<file path="src/rtl/mgpio_pkg.sv">
// Shared constants and types for the multi-mode GPIO controller.
// Assumes an 8-bit register width, with two pins packed per configuration byte.
package mgpio_pkg;
    localparam int REG_W = 8;

    typedef enum logic [1:0] {
        PM_ALT = 2'b00,
        PM_IN  = 2'b01,
        PM_OD  = 2'b10,
        PM_PP  = 2'b11
    } pin_mode_e;

    localparam int A_DOUT = 4;
    localparam int A_STAT = 5;
    localparam int A_PULL = 6;
    localparam int A_PEND = 7;
endpackage

</file>
<file path="src/rtl/mgpio_sync.sv">
// Multi-stage synchroniser for the pad inputs.
// Assumes the inputs are asynchronous levels; every stage resets to 0.
module mgpio_sync #(
    parameter int W      = 5,
    parameter int STAGES = 2
) (
    input  logic         clk,
    input  logic         rst_n,
    input  logic [W-1:0] d,
    output logic [W-1:0] q
);
    logic [W-1:0] st [STAGES];

    // Shift the raw levels through the stage chain.
    always_ff @(posedge clk) begin
        if (!rst_n) begin
            for (int s = 0; s < STAGES; s++) st[s] <= '0;
        end else begin
            st[0] <= d;
            for (int s = 1; s < STAGES; s++) st[s] <= st[s-1];
        end
    end

    assign q = st[STAGES-1];
endmodule

</file>
<file path="src/rtl/mgpio_pad_drive.sv">
// Computes per-pin pad enables from mode, data and pull bits.
// Purely combinational; alternate-function data is handled outside this block.
module mgpio_pad_drive
    import mgpio_pkg::*;
#(
    parameter int NUM_PINS = 5
) (
    input  logic [2*NUM_PINS-1:0] mode_flat,
    input  logic [NUM_PINS-1:0]   dout,
    input  logic [NUM_PINS-1:0]   pull,
    output logic [NUM_PINS-1:0]   oe,
    output logic [NUM_PINS-1:0]   out,
    output logic [NUM_PINS-1:0]   pu,
    output logic [NUM_PINS-1:0]   pd
);
    for (genvar p = 0; p < NUM_PINS; p++) begin : g_pin
        pin_mode_e m;
        assign m = pin_mode_e'(mode_flat[2*p +: 2]);

        // Select the driver and pull behaviour for one pin.
        always_comb begin
            oe[p]  = 1'b0;
            out[p] = 1'b0;
            pu[p]  = 1'b0;
            pd[p]  = 1'b0;
            case (m)
                PM_PP: begin
                    oe[p]  = 1'b1;
                    out[p] = dout[p];
                end
                PM_OD: begin
                    oe[p] = ~dout[p];
                    pu[p] = pull[p];
                end
                PM_IN:   pd[p] = pull[p];
                default: ;
            endcase
        end
    end
endmodule

</file>
<file path="src/rtl/mgpio_edge_evt.sv">
// Detects, for pins in input mode, a change of the synchronised level to the active level.
// Assumes lvl is already synchronous; the previous-level register resets to 0.
module mgpio_edge_evt #(
    parameter int NUM_PINS = 5
) (
    input  logic                clk,
    input  logic                rst_n,
    input  logic [NUM_PINS-1:0] lvl,
    input  logic [NUM_PINS-1:0] active_hi,
    input  logic [NUM_PINS-1:0] in_mode,
    output logic [NUM_PINS-1:0] evt
);
    logic [NUM_PINS-1:0] prev_q;

    // Remember the last synchronised level.
    always_ff @(posedge clk) begin
        if (!rst_n) prev_q <= '0;
        else        prev_q <= lvl;
    end

    assign evt = in_mode & (lvl ^ prev_q) & ~(lvl ^ active_hi);
endmodule

</file>
<file path="src/rtl/mgpio_ctrl.sv">
// Register-mapped five-pin GPIO controller: register decode, pad control,
// input synchronisation and per-pin event interrupts.
// Assumes NUM_PINS <= 8 and single-cycle write strobes; read data is combinational.
module mgpio_ctrl
    import mgpio_pkg::*;
#(
    parameter int NUM_PINS    = 5,
    parameter int SYNC_STAGES = 2,
    parameter int ADDR_W      = 4
) (
    input  logic                clk,
    input  logic                rst_n,
    input  logic                bus_we,
    input  logic [ADDR_W-1:0]   bus_addr,
    input  logic [7:0]          bus_wdata,
    output logic [7:0]          bus_rdata,
    input  logic [NUM_PINS-1:0] pad_in,
    output logic [NUM_PINS-1:0] pad_oe,
    output logic [NUM_PINS-1:0] pad_out,
    output logic [NUM_PINS-1:0] pad_pu,
    output logic [NUM_PINS-1:0] pad_pd,
    output logic [NUM_PINS-1:0] irq
);
    localparam int NUM_CFG = (NUM_PINS + 1) / 2;

    pin_mode_e           mode_q [NUM_PINS];
    logic [NUM_PINS-1:0] type_q;
    logic [NUM_PINS-1:0] dout_q;
    logic [NUM_PINS-1:0] pull_q;
    logic [NUM_PINS-1:0] pend_q;
    logic [NUM_PINS-1:0] lvl_sync;
    logic [NUM_PINS-1:0] in_mode;
    logic [NUM_PINS-1:0] evt;
    logic [2*NUM_PINS-1:0] mode_flat;
    logic                unused_wbits;

    assign unused_wbits = bus_wdata[3] ^ bus_wdata[7];

    // Per-pin configuration nibble storage.
    for (genvar p = 0; p < NUM_PINS; p++) begin : g_cfg
        always_ff @(posedge clk) begin
            if (!rst_n) begin
                mode_q[p] <= PM_IN;
                type_q[p] <= 1'b0;
            end else if (bus_we && bus_addr == ADDR_W'(p / 2)) begin
                mode_q[p] <= pin_mode_e'(bus_wdata[4*(p%2) +: 2]);
                type_q[p] <= bus_wdata[4*(p%2) + 2];
            end
        end
        assign mode_flat[2*p +: 2] = mode_q[p];
        assign in_mode[p]          = (mode_q[p] == PM_IN);
    end

    // Output data, pull enables and write-1-to-clear pending bits.
    always_ff @(posedge clk) begin
        if (!rst_n) begin
            dout_q <= '0;
            pull_q <= '0;
            pend_q <= '0;
        end else begin
            if (bus_we && bus_addr == ADDR_W'(A_DOUT)) dout_q <= bus_wdata[NUM_PINS-1:0];
            if (bus_we && bus_addr == ADDR_W'(A_PULL)) pull_q <= bus_wdata[NUM_PINS-1:0];
            if (bus_we && bus_addr == ADDR_W'(A_PEND))
                pend_q <= (pend_q & ~bus_wdata[NUM_PINS-1:0]) | evt;
            else
                pend_q <= pend_q | evt;
        end
    end

    // Read multiplexer; unmapped addresses return zero.
    always_comb begin
        bus_rdata = '0;
        if (bus_addr < ADDR_W'(NUM_CFG)) begin
            for (int p = 0; p < NUM_PINS; p++) begin
                if (bus_addr == ADDR_W'(p / 2))
                    bus_rdata[4*(p%2) +: 3] = {type_q[p], mode_q[p]};
            end
        end else begin
            case (int'(bus_addr))
                A_DOUT:  bus_rdata[NUM_PINS-1:0] = dout_q;
                A_STAT:  bus_rdata[NUM_PINS-1:0] = lvl_sync;
                A_PULL:  bus_rdata[NUM_PINS-1:0] = pull_q;
                A_PEND:  bus_rdata[NUM_PINS-1:0] = pend_q;
                default: ;
            endcase
        end
    end

    mgpio_sync #(.W(NUM_PINS), .STAGES(SYNC_STAGES)) u_sync (
        .clk  (clk),
        .rst_n(rst_n),
        .d    (pad_in),
        .q    (lvl_sync)
    );

    mgpio_edge_evt #(.NUM_PINS(NUM_PINS)) u_evt (
        .clk      (clk),
        .rst_n    (rst_n),
        .lvl      (lvl_sync),
        .active_hi(type_q),
        .in_mode  (in_mode),
        .evt      (evt)
    );

    mgpio_pad_drive #(.NUM_PINS(NUM_PINS)) u_pad (
        .mode_flat(mode_flat),
        .dout     (dout_q),
        .pull     (pull_q),
        .oe       (pad_oe),
        .out      (pad_out),
        .pu       (pad_pu),
        .pd       (pad_pd)
    );

    assign irq = pend_q;
endmodule

</file>
<file path="config.mk">
export PLATFORM = sky130hd
export DESIGN_NAME = mgpio_ctrl
export DESIGN_NICKNAME = d
export VERILOG_FILES = /design/src/rtl/mgpio_pkg.sv /design/src/rtl/mgpio_sync.sv /design/src/rtl/mgpio_pad_drive.sv /design/src/rtl/mgpio_edge_evt.sv /design/src/rtl/mgpio_ctrl.sv
export SDC_FILE = /design/constraint.sdc
export NUM_CORES = 1
export LEC_CHECK = 0
export BUFFER_PORTS_ARGS = -buffer_cell sky130_fd_sc_hd__buf_2
export CAP_MARGIN = 20
export CORE_UTILIZATION = 53
export CTS_CLUSTER_SIZE = 28
export DETAILED_ROUTE_END_ITERATION = 8
export PLACE_DENSITY = 0.88
export SYNTH_ARGS = -nofsm -noshare
export SYNTH_HDL_FRONTEND = slang
export SYNTH_HIERARCHICAL = 1
export SYNTH_SLANG_ARGS = --single-unit
export TNS_END_PERCENT = 10
</file>
<file path="constraint.sdc">
create_clock -name clk -period 1.75 [get_ports clk]
set_clock_uncertainty 0.15 [all_clocks]
set_input_delay 0.0875 -clock clk [delete_from_list [all_inputs] [get_ports clk]]
set_output_delay 0.0875 -clock clk [all_outputs]
set_load 0.005 [all_outputs]
</file>
Yosys cells after proc, flatten, opt, wreduce, memory -nomap -nowiden
Memory sizes are Yosys's and may differ from the RTL's.
Index checks and enable logic that the tools add are counted.
- div/mod/pow operators: 0
- mux-type cells: 49
- add/sub/neg operators: 0
- bitwise gates (word level): 21
- reduce and logical (&&, ||, !) cells: 7
- shift operators: 0
- multiply operators: 0
- eq/ne operators: 21
- $lt $le $gt $ge: 1
- operator list (cell ; number):
    $mux 1 ; 28
    $eq 2x2->1 const B ; 10
    $pmux 5 s4 ; 1
    $mux 3 ; 6
    $eq 4x3->1 const B ; 4
    $and 5x5->5 ; 3
    $mux 5 ; 3
    $mux 2 ; 6
    $eq 2x1->1 const B ; 5
    $not 5->5 ; 2
    $or 5x5->5 ; 2
    $pmux 1 s2 ; 5
    $xor 5x5->5 ; 2
    $or 1x1->1 ; 7
    $logic_and 1x1->1 ; 6
    $not 1->1 ; 5
    $eq 4x1->1 const B ; 1
    $eq 4x2->1 const B ; 1
    $logic_not 4->1 ; 1
    $lt 4x2->1 const B ; 1
- bits in read-only memories: 0
- logic and storage cells: 110
- latch bits: 0
- memories kept: 2
- bits in writable memories: 20
- output and inout bits: 33
- flip-flop bits (word level): 25
- bits of input ports: 20
- memories (name ; words ; width ; rd ports ; clocked after Yosys merged registers in ; wr ports ; line ; source):
    mode_q ; 5 ; 2 ; 5 ; 0 ; 5 ; mgpio_ctrl.sv:26 ; pin_mode_e mode_q [NUM_PINS];
    u_sync.st ; 2 ; 5 ; 2 ; 0 ; 2 ; mgpio_sync.sv:12 ; logic [W-1:0] st [STAGES];

Longest topological paths before layout
Gate-level depths: netlist of the first run.
- word-level depth: 6
- mapped depth: 5

By module
The synthesis of the first run kept the hierarchy.
- modules (own cells, without submodules) (module ; seq. area each (µm²) ; instances ; area each (µm²) ; cells each):
    mgpio_ctrl ; 700.7 ; 1 ; 1572.8 ; 154
    mgpio_sync ; 200.2 ; 1 ; 300.3 ; 25
    mgpio_edge_evt ; 100.1 ; 1 ; 250.2 ; 25
    mgpio_pad_drive ; 0.0 ; 1 ; 181.4 ; 25

Worst setup path before layout of the first run
OpenSTA, ideal clock, no wires.
- kind: reg2out
- from: memory u_sync.st[1][3] (netlist: u_sync/st[0][8])
- to: output port bus_rdata[3]
- arrival: 1.028 ns
- data required time: 1.512 ns
- path buffers: 1
- stages on the path, launching flop included: 4
- setup slack: 0.484 ns
- cell sequence: dfxtp_1 -> buf_4 -> mux4_2 -> and3b_2
- RTL lines (item ; line ; source):
    start: declaration ; mgpio_sync.sv:12 ;
    end: declaration ; mgpio_ctrl.sv:16 ; output logic [7:0] bus_rdata,

Worst setup path in the final report of the first run
- from: register type_q[0]
- to: output port bus_rdata[2]
- word-level cells in the longest chain between the ends: 4
- RTL lines (item ; line ; source):
    start: declaration ; mgpio_ctrl.sv:27 ; logic [NUM_PINS-1:0] type_q;
    start signal: indexed assignment ; mgpio_ctrl.sv:47 ; type_q[p] <= bus_wdata[4*(p%2) + 2];
    $mux 3 (3 in a row) ; mgpio_ctrl.sv:75 ; if (bus_addr == ADDR_W'(p / 2))
    $mux 3 ; mgpio_ctrl.sv:73 ; if (bus_addr < ADDR_W'(NUM_CFG)) begin
Every way passes these cells.

==> impl_metrics.toml, run 1 <==
[die]
start_util = 0.564
rows = 23
die_w_um = 67.9
core_mm2 = 0.00409
dieArea_mm2 = 0.00462
io_pins = 53
fp.dieH_um = 67.9

[yosys]
synth_nets = 249
postSynthAreaPerCell_um2 = 10.1
seq_area_frac_synth = 0.434
synth_edf_count = 10
netlist_top_cells_count = "dfxtp_1 (35), nand2_1 (35), and2_1 (19), mux2i_1 (18), and3_1 (13)"
synthFlopType = "dfxtp_1"
synth_top_area_share = 0.304
ys_ff_latch = 45
syn-instance-count = 229
synth_area_mm2 = 0.00230
synthDistinctLibCells = 36
yosysTopAreaCell = "dfxtp_1"
async_reset_ff_frac = 0
synth_area_leaders = "dfxtp_1 (30%), edfxtp_1 (13%), mux2i_1 (7.8%), nand2_1 (5.7%), and2_1 (5.2%)"
yosysWarnings = 6

[setup_path]
cp_slowest_stage_delay_ns = 0.44
crit_path_cell_trace = "mux2_2 > nand2_1 > a221oi_1 > buf_2"
cp_max_fo = 4
cp_num_buf_inv = 1
critical_path_class = "register to primary output"
rr_worst_depth = 6
slowest_stage = "dfxtp_1"
critPathRequiredTime_ns = 1.51
crit_arrival_ns = 1.48
critPathCaptureType = "primary output"
timing.rr.start = "mode_q[0][0]$_SDFFCE_PN1P_"
startpoint_type = "register"
cpLargestDelayFamily = "flip-flops"
rrSetupSlack_ns = 0.28
cp_num_cells = 4
reg2reg_to = "irq[0]$_SDFF_PN0_"

[power_and_ir_drop]
power_frac_comb = 0.116
seqPwrFrac = 0.568
power.density_mw_per_mm2 = 716
p_switching_w = 0.000496
cellLeakagePower_nw = 1.29
intPower_w = 0.00149
pwr-share-clk = 0.316
ir_drop_v = 0.000437
swShare = 0.250

[sta]
setup_viol = 0
rsz0062_at_grt = "false"
slew_headroom = 0.600
worstMarginPinSlew_ns = 0.596
hold_viol_final = 0
post-route-min-period_ns = 1.71
period_share = 0.980
fmax_mhz = 583
drv_slew = 0
setup_tns_ns = 0
setup_slack_ns = 0.0358

[clock_network]
clock_latency_ns = 0.31
cts_tree = "yes"
cts.sinks = 45
cts_buffer_depth = 2
htreeDepth = 2
clockRootBuffer = "clkbuf_8"
clkTransAtPathRegs_ns = 0.08
numCtsBuffers = 5

[routing]
vias = 1939
wl_mm = 5.48
vias_per_cell = 5.67
dr.first_iter.drc_count = 123
wire_per_inst_um = 16.0
drt-pass1-iter-count = 4
ant_nets = 0
drc = 0

[hold_path]
min_path_type = "primary input to register"
whs_path_depth = 3
whs_endpoint = "pull_q[4]$_SDFFE_PN0P_"
hp-start = "rst_n"

[layout]
final_nets = 311
drive_gt1_frac = 0.295
fin_util = 0.678
antenna_cells = 0
area_growth_pct = 20.1

[global_routing]
track_usage = 0.249
grt_antenna_before_repair = 0
grt_pass1_vias = 1731
grt_pass1_wl_mm = 8.10
grt_overflow = 0
grt_start_max_net_pins = 18

[job]
cap_violations = 0

[place]
gp_congestion = 0.834
dp_hpwl_mm = 3.98
pre_cts_ws_ns = 0.0296
numPortBuffers = 50

[outcome]
status = "complete, no violations"
worst reg2reg max path: stages (launching register included):
cell      delay, ns
edfxtp_1       0.42
buf_4          0.18
nor2b_1        0.15
nand4b_1       0.12
nand2_1        0.08
nor3b_1        0.20
a21oi_1        0.09
through the flow:
stage               cells  cell area, µm²  hold slack (ns)  total power (W)
floorplan             229            2300           0.0526          0.00127
global placement      319            2550            0.144          0.00134
detailed placement    319            2550            0.148          0.00135
CTS                   338            2740           0.0161          0.00198
global route          342            2770           0.0474          0.00205
finish                342            2770           0.0225          0.00198
worst max-delay path by stage:
stage,from,to
final,type_q[0]$_SDFFE_PN0P_,bus_rdata[2]
after global routing,type_q[0]$_SDFFE_PN0P_,bus_rdata[2]
after CTS,mode_q[0][0]$_SDFFCE_PN1P_,bus_rdata[0]
after detailed placement,bus_addr[2],mode_q[0][0]$_SDFFCE_PN1P_
after global placement,bus_addr[2],mode_q[2][0]$_SDFFCE_PN1P_
after floorplan,u_sync/st[0][8]$_SDFF_PN0_,bus_rdata[3]
timing repair:
item,4_1_cts,5_1_grt
endpoints found under the hold margin,22,0
setup endpoints to repair,0,2
buffers inserted,0,4
hold buffers,11,0
gates resized for setup,0,1
power groups by stage:
stage | Clock, W | Combinational, W | Sequential (W)
after global routing | 0.000672 | 0.000249 | 0.00113
after detailed placement | 0 | 0.000196 | 0.00115
after floorplan | 0 | 0.000134 | 0.00114
after global placement | 0 | 0.000189 | 0.00115
after CTS | 0.000634 | 0.000215 | 0.00113
final | 0.000627 | 0.000229 | 0.00113
layer usage:
layer,global-route usage,vias to the layer above,wire (µm)
met4,0.107,0,108
met1,0.308,922,2400
li1,-,925,-
met2,0.402,80,2610
met5,0,-,0
met3,0.0717,12,364
cell families after synthesis:
| group | share of synthesized area |
|---|---|
| simple gates | 0.301 |
| buf+inv | 0.0619 |
| flops | 0.434 |
| compound gates | 0.0592 |
| other cells | 0.00163 |
| mux | 0.142 |
registers in the layout, summed over array words and instances (netlist names):
name          flops
pull_q            5
u_evt/prev_q      5
type_q            5
u_sync/st        10
mode_q           10
dout_q            5
irq               5
placed cells by master, fill, tap and decap left out, drive strengths merged, types with 2 or more instances in the layout:
cell type     n
a31oi         3
edfxtp       10
a21oi         6
nor3b        10
nand2        35
buf          59
nor2b         9
inv           9
mux2          3
nand4b        5
mux4          5
dlygate4sd3  11
and3b         2
nand4bb       5
a221oi        2
nand2b        4
o21ai         5
a21boi        5
dfxtp        35
and2         19
and3         14
clkbuf        7
mux2i        18
nand3         3
area by class of cell:
class | count | area [µm²]
Fill cell | 338 | 1320
Multi-Input combinational cell | 160 | 1160
Sequential cell | 45 | 1000
Timing Repair Buffer | 70 | 428
Clock buffer | 7 | 76.3
Tap cell | 50 | 62.6
Inverter | 9 | 33.8
Clock inverter | 1 | 5.00
No activity file was read; power rests on OpenSTA's default activity.
==> run 2, diff against run 1 <==
--- a/config.mk
+++ b/config.mk
@@ -7,10 +7,11 @@
 export LEC_CHECK = 0
 export BUFFER_PORTS_ARGS = -buffer_cell sky130_fd_sc_hd__buf_2
 export CAP_MARGIN = 20
-export CORE_UTILIZATION = 53
+export CORE_UTILIZATION = 56
+export CTS_BUF_LIST = sky130_fd_sc_hd__clkbuf_8
 export CTS_CLUSTER_SIZE = 28
 export DETAILED_ROUTE_END_ITERATION = 8
-export PLACE_DENSITY = 0.88
+export PLACE_DENSITY = 0.91
 export SYNTH_ARGS = -nofsm -noshare
 export SYNTH_HDL_FRONTEND = slang
 export SYNTH_HIERARCHICAL = 1
==> run 2 against run 1 <==
Effect of this change:
- cell count decreased by 0.88%
- first-iteration DRC count increased by 50%
- global-route usage increased by 0.72 points
- wire length decreased by 3.3%
- non-clock buffer count decreased by 1
- combinational power decreased by 4%
- total power decreased by 0.91%
- clock power decreased by 2%
- utilization increased by 5.0 points
- critical endpoint is now bus_rdata[1]
- worst setup slack improved by 0.038 ns
==> impl_metrics.toml, run 2 (same netlist as run 1, synthesis figures left out) <==
[sta]
setup_tns_ns = 0
drv_slew = 0
period_share = 0.958
fmax_mhz = 596
rsz0062_at_grt = "false"
post-route-min-period_ns = 1.68
hold_viol_final = 0
setup_viol = 0

[setup_path]
rrSetupSlack_ns = 0.29
critPathCaptureType = "primary output"
critical_path_class = "register to primary output"
reg2reg_to = "irq[3]$_SDFF_PN0_"
crit_arrival_ns = 1.44
startpoint_type = "register"
cp_max_fo = 4
rr_worst_depth = 6
timing.rr.start = "mode_q[3][0]$_SDFFCE_PN1P_"
critPathRequiredTime_ns = 1.51

[layout]
final_cell_mix = "buf_2 (50), nand2_1 (35), dfxtp_1 (35)"
final_nets = 310
drive_gt1_frac = 0.282
nFillCells = 282
area_growth_pct = 19.9
largestRegisters = "mode_q x10, u_sync/st x10"
fin_util = 0.727
final_common_cell = "buf_2"
antenna_cells = 0

[global_routing]
track_usage = 0.256
grt_pass1_wl_mm = 8.18
grt_start_max_net_pins = 38
grt_antenna_before_repair = 0
grt_overflow = 0
grt_pass1_vias = 1782

[routing]
dr.first_iter.drc_count = 185
wl_mm = 5.30
ant_nets = 0
vias = 1921
drc = 0
wire_per_inst_um = 15.6
drt-pass1-iter-count = 5
vias_per_cell = 5.67

[clock_network]
cts_buffer_depth = 2
htreeDepth = 2
clockRootBuffer = "clkbuf_8"
cts_tree = "yes"
clkTransAtPathRegs_ns = 0.09
cts.sinks = 45
numCtsBuffers = 5
clock_latency_ns = 0.30
cts_resized = 0

[power_and_ir_drop]
cellLeakagePower_nw = 1.29
ir_drop_v = 0.000611
power.density_mw_per_mm2 = 711

[hold_path]
min_path_type = "primary input to register"
whs_path_depth = 3
whs_endpoint = "irq[2]$_SDFF_PN0_"
hp-start = "bus_wdata[2]"

[die]
io_pins = 53
fp.dieH_um = 66.2
die_w_um = 66.2
rows = 22
start_util = 0.607
dieArea_mm2 = 0.00438
core_mm2 = 0.00380

[place]
gp_congestion = 0.891
dp_hpwl_mm = 3.70
numPortBuffers = 50

[job]
cap_violations = 0

[outcome]
status = "complete, no violations"
-- run 2: what timing repair did --
action | 4_1_cts | 5_1_grt
setup buffers | 0 | 1
hold buffers | 13 | 0
setup endpoints to repair | 0 | 1
hold endpoints to repair | 22 | 0
-- run 2: how the worst max path moves through the flow --
stage	end	cells after the start	slack [ns]	start
after floorplan	bus_rdata[3]	3	0.48	u_sync/st[0][8]$_SDFF_PN0_
after global routing	bus_rdata[1]	4	0.005	dout_q[1]$_SDFFE_PN0P_
final	bus_rdata[1]	4	0.07	dout_q[1]$_SDFFE_PN0P_
after CTS	bus_rdata[4]	4	0.07	mode_q[3][0]$_SDFFCE_PN1P_
after global placement	bus_rdata[1]	5	0.26	bus_addr[0]
after detailed placement	bus_rdata[1]	5	0.25	bus_addr[0]
-- run 2: final cells by class --
cell class	count	area [µm²]	share of cell area
clock buffer	5	68.8	0.0249
clock inverter	3	12.5	0.00453
inverter	9	33.8	0.0122
multi-input combinational	160	1160	0.420
sequential	45	1000	0.362
tap	48	60.1	0.0217
timing repair buffer	69	425	0.154
-- run 2: critical path, cell delays in order (launching register included) --
cell and delay [ns]:
dfxtp_1 0.35, mux4_2 0.47, nor2b_1 0.13, a211oi_1 0.06
buf_2 0.13
-- run 2: metrics by stage --
stage | instance area, µm² | std cells | hold WS (ns) | setup WS [ns] | total power, W
after global routing | 2760 | 339 | 0.0421 | 0.00510 | 0.00204
after detailed placement | 2540 | 317 | 0.147 | 0.246 | 0.00135
after floorplan | 2300 | 229 | 0.0526 | 0.484 | 0.00127
after global placement | 2540 | 317 | 0.143 | 0.265 | 0.00134
after CTS | 2760 | 338 | 0.0227 | 0.0652 | 0.00197
final | 2760 | 339 | 0.0258 | 0.0734 | 0.00196
-- run 2: routing by layer --
metal / share of wire / GRT usage
met1: 0.43 / 0.327
met2: 0.47 / 0.418
met4: 0.023 / 0.122
met5: 0 / 0
met3: 0.071 / 0.0448
-- run 2: where the power goes --
group          switching, W  total (W)  internal [W]  leakage [nW]
logic              0.000112   0.000220      0.000108         0.866
registers         0.0000330    0.00113       0.00109         0.383
clock network      0.000348   0.000617      0.000269        0.0430
==> run 3, diff against run 2 <==
--- a/config.mk
+++ b/config.mk
@@ -11,7 +11,7 @@
 export CTS_BUF_LIST = sky130_fd_sc_hd__clkbuf_8
 export CTS_CLUSTER_SIZE = 28
 export DETAILED_ROUTE_END_ITERATION = 8
-export PLACE_DENSITY = 0.91
+export PLACE_DENSITY = 0.94
 export SYNTH_ARGS = -nofsm -noshare
 export SYNTH_HDL_FRONTEND = slang
 export SYNTH_HIERARCHICAL = 1
==> run 3 against run 2 <==
Effect of this change:
- register-to-register slack barely moved
- first-iteration DRC count fell by 20%
- final area rose by 0.68%
- sequential share of layout area fell by 0.20 points
- total power fell by 0.15%
==> impl_metrics.toml, run 3 (same netlist as run 1, synthesis figures left out) <==
[outcome]
status = "complete, no violations"

[setup_path]
critical_path_class = "register to primary output"
critPathCaptureType = "primary output"
critPathRequiredTime_ns = 1.51
reg2reg_to = "irq[0]$_SDFF_PN0_"
crit_arrival_ns = 1.47
rr_worst_depth = 5
timing.rr.start = "mode_q[0][1]$_SDFFCE_PN0P_"
cp_max_fo = 3
startpoint_type = "register"
rrSetupSlack_ns = 0.29

[routing]
wire_per_inst_um = 15.8
vias_per_cell = 5.77
drt-pass1-iter-count = 5
ant_nets = 0
drc = 0
vias = 1956
wl_mm = 5.35
dr.first_iter.drc_count = 148

[sta]
period_share = 0.976
post-route-min-period_ns = 1.71
setup_viol = 0
rsz0062_at_grt = "false"
fmax_mhz = 585
hold_viol_final = 0
drv_slew = 0
setup_tns_ns = 0

[layout]
final_common_cell = "buf_2"
antenna_cells = 0
regArea_mm2 = 0.00100
final_cell_mix = "buf_2 (49), nand2_1 (35), dfxtp_1 (34)"
largestRegisters = "mode_q x10, u_sync/st x10"
multi_input_area_mm2 = 0.00117
final_nets = 310
area_growth_pct = 20.7
drive_gt1_frac = 0.296
instances_no_fill = 339
nFillCells = 282

[job]
cap_violations = 0

[clock_network]
cts_buffer_depth = 2
cts_tree = "yes"
clockRootBuffer = "clkbuf_8"
clock_latency_ns = 0.31
cts_setup_buffers = 0
numCtsBuffers = 5
clkTransAtPathRegs_ns = 0.08
cts.sinks = 45
htreeDepth = 2

[power_and_ir_drop]
cellLeakagePower_nw = 1.30
power.density_mw_per_mm2 = 705
ir_drop_v = 0.000600

[die]
dieArea_mm2 = 0.00438
die_w_um = 66.2
core_mm2 = 0.00380
io_pins = 53
start_util = 0.607
fp.dieH_um = 66.2
rows = 22

[place]
dp_cells = 318
gp_congestion = 0.880
numPortBuffers = 50
dp_hpwl_mm = 3.80

[global_routing]
grt_pass1_wl_mm = 8.55
track_usage = 0.269
grt_overflow = 0
grt_pass1_vias = 1824
grt_start_max_net_pins = 21
grt_antenna_before_repair = 0

[hold_path]
whs_path_depth = 3
hp-start = "bus_wdata[2]"
whs_endpoint = "irq[2]$_SDFF_PN0_"
min_path_type = "primary input to register"
==> run 3: worst max-delay path: stages (launching register included) <==
cell,delay [ns]
dfxtp_1,0.34
mux4_2,0.48
and3b_2,0.22
buf_2,0.12
==> run 3: how the worst max path moves through the flow <==
| stage | from | endpoint | slack (ns) |
|---|---|---|---|
| 2_1_floorplan | u_sync/st[0][8]$_SDFF_PN0_ | bus_rdata[3] | 0.48 |
| 3_3_place_gp | bus_addr[0] | bus_rdata[3] | 0.23 |
| 3_5_place_dp | bus_addr[0] | bus_rdata[3] | 0.21 |
| 4_1_cts | pull_q[3]$_SDFFE_PN0P_ | bus_rdata[3] | 0.03 |
| 5_1_grt | rst_n | type_q[3]$_SDFFE_PN0P_ | 0.005 |
| 6_report | irq[3]$_SDFF_PN0_ | bus_rdata[3] | 0.04 |
==> run 3: area by class of cell <==
cell class	count	area share
inverter	9	0.0121
tap	48	0.0216
sequential	45	0.360
multi-input combinational	160	0.422
timing repair buffer	69	0.155
clock inverter	3	0.00450
clock buffer	5	0.0247
==> run 3: stage by stage <==
step / instance area, µm² / power (W) / setup slack, ns / util / hold slack, ns
floorplan: 2300 / 0.00127 / 0.484 / - / 0.0526
global placement: 2550 / 0.00134 / 0.228 / 0.672 / 0.142
detailed placement: 2550 / 0.00135 / 0.210 / 0.672 / 0.147
CTS: 2760 / 0.00196 / 0.0304 / 0.727 / 0.0119
global route: 2780 / 0.00204 / 0.00492 / 0.732 / 0.0373
finish: 2780 / 0.00196 / 0.0420 / 0.732 / 0.0268
==> run 3: repair_timing <==
item                       CTS  global route
setup endpoints to repair    0             3
hold buffers                13             0
hold endpoints to repair    27             0
resized for setup            0             6
==> run 3: layer usage <==
layer | vias to the layer above | routed length, µm | global-route usage
li1 | 921 | - | -
met1 | 922 | 2250 | 0.326
met2 | 93 | 2520 | 0.440
met3 | 20 | 402 | 0.0534
met4 | 0 | 181 | 0.157
met5 | - | 0 | 0
==> run 3: where the power goes <==
part / switching (W) / total, W / internal, W / leakage (nW)
clock: 0.000342 / 0.000611 / 0.000269 / 0.0430
sequential: 0.0000330 / 0.00113 / 0.00109 / 0.383
combinational: 0.000115 / 0.000224 / 0.000110 / 0.869
total: 0.000489 / 0.00196 / 0.00147 / 1.30
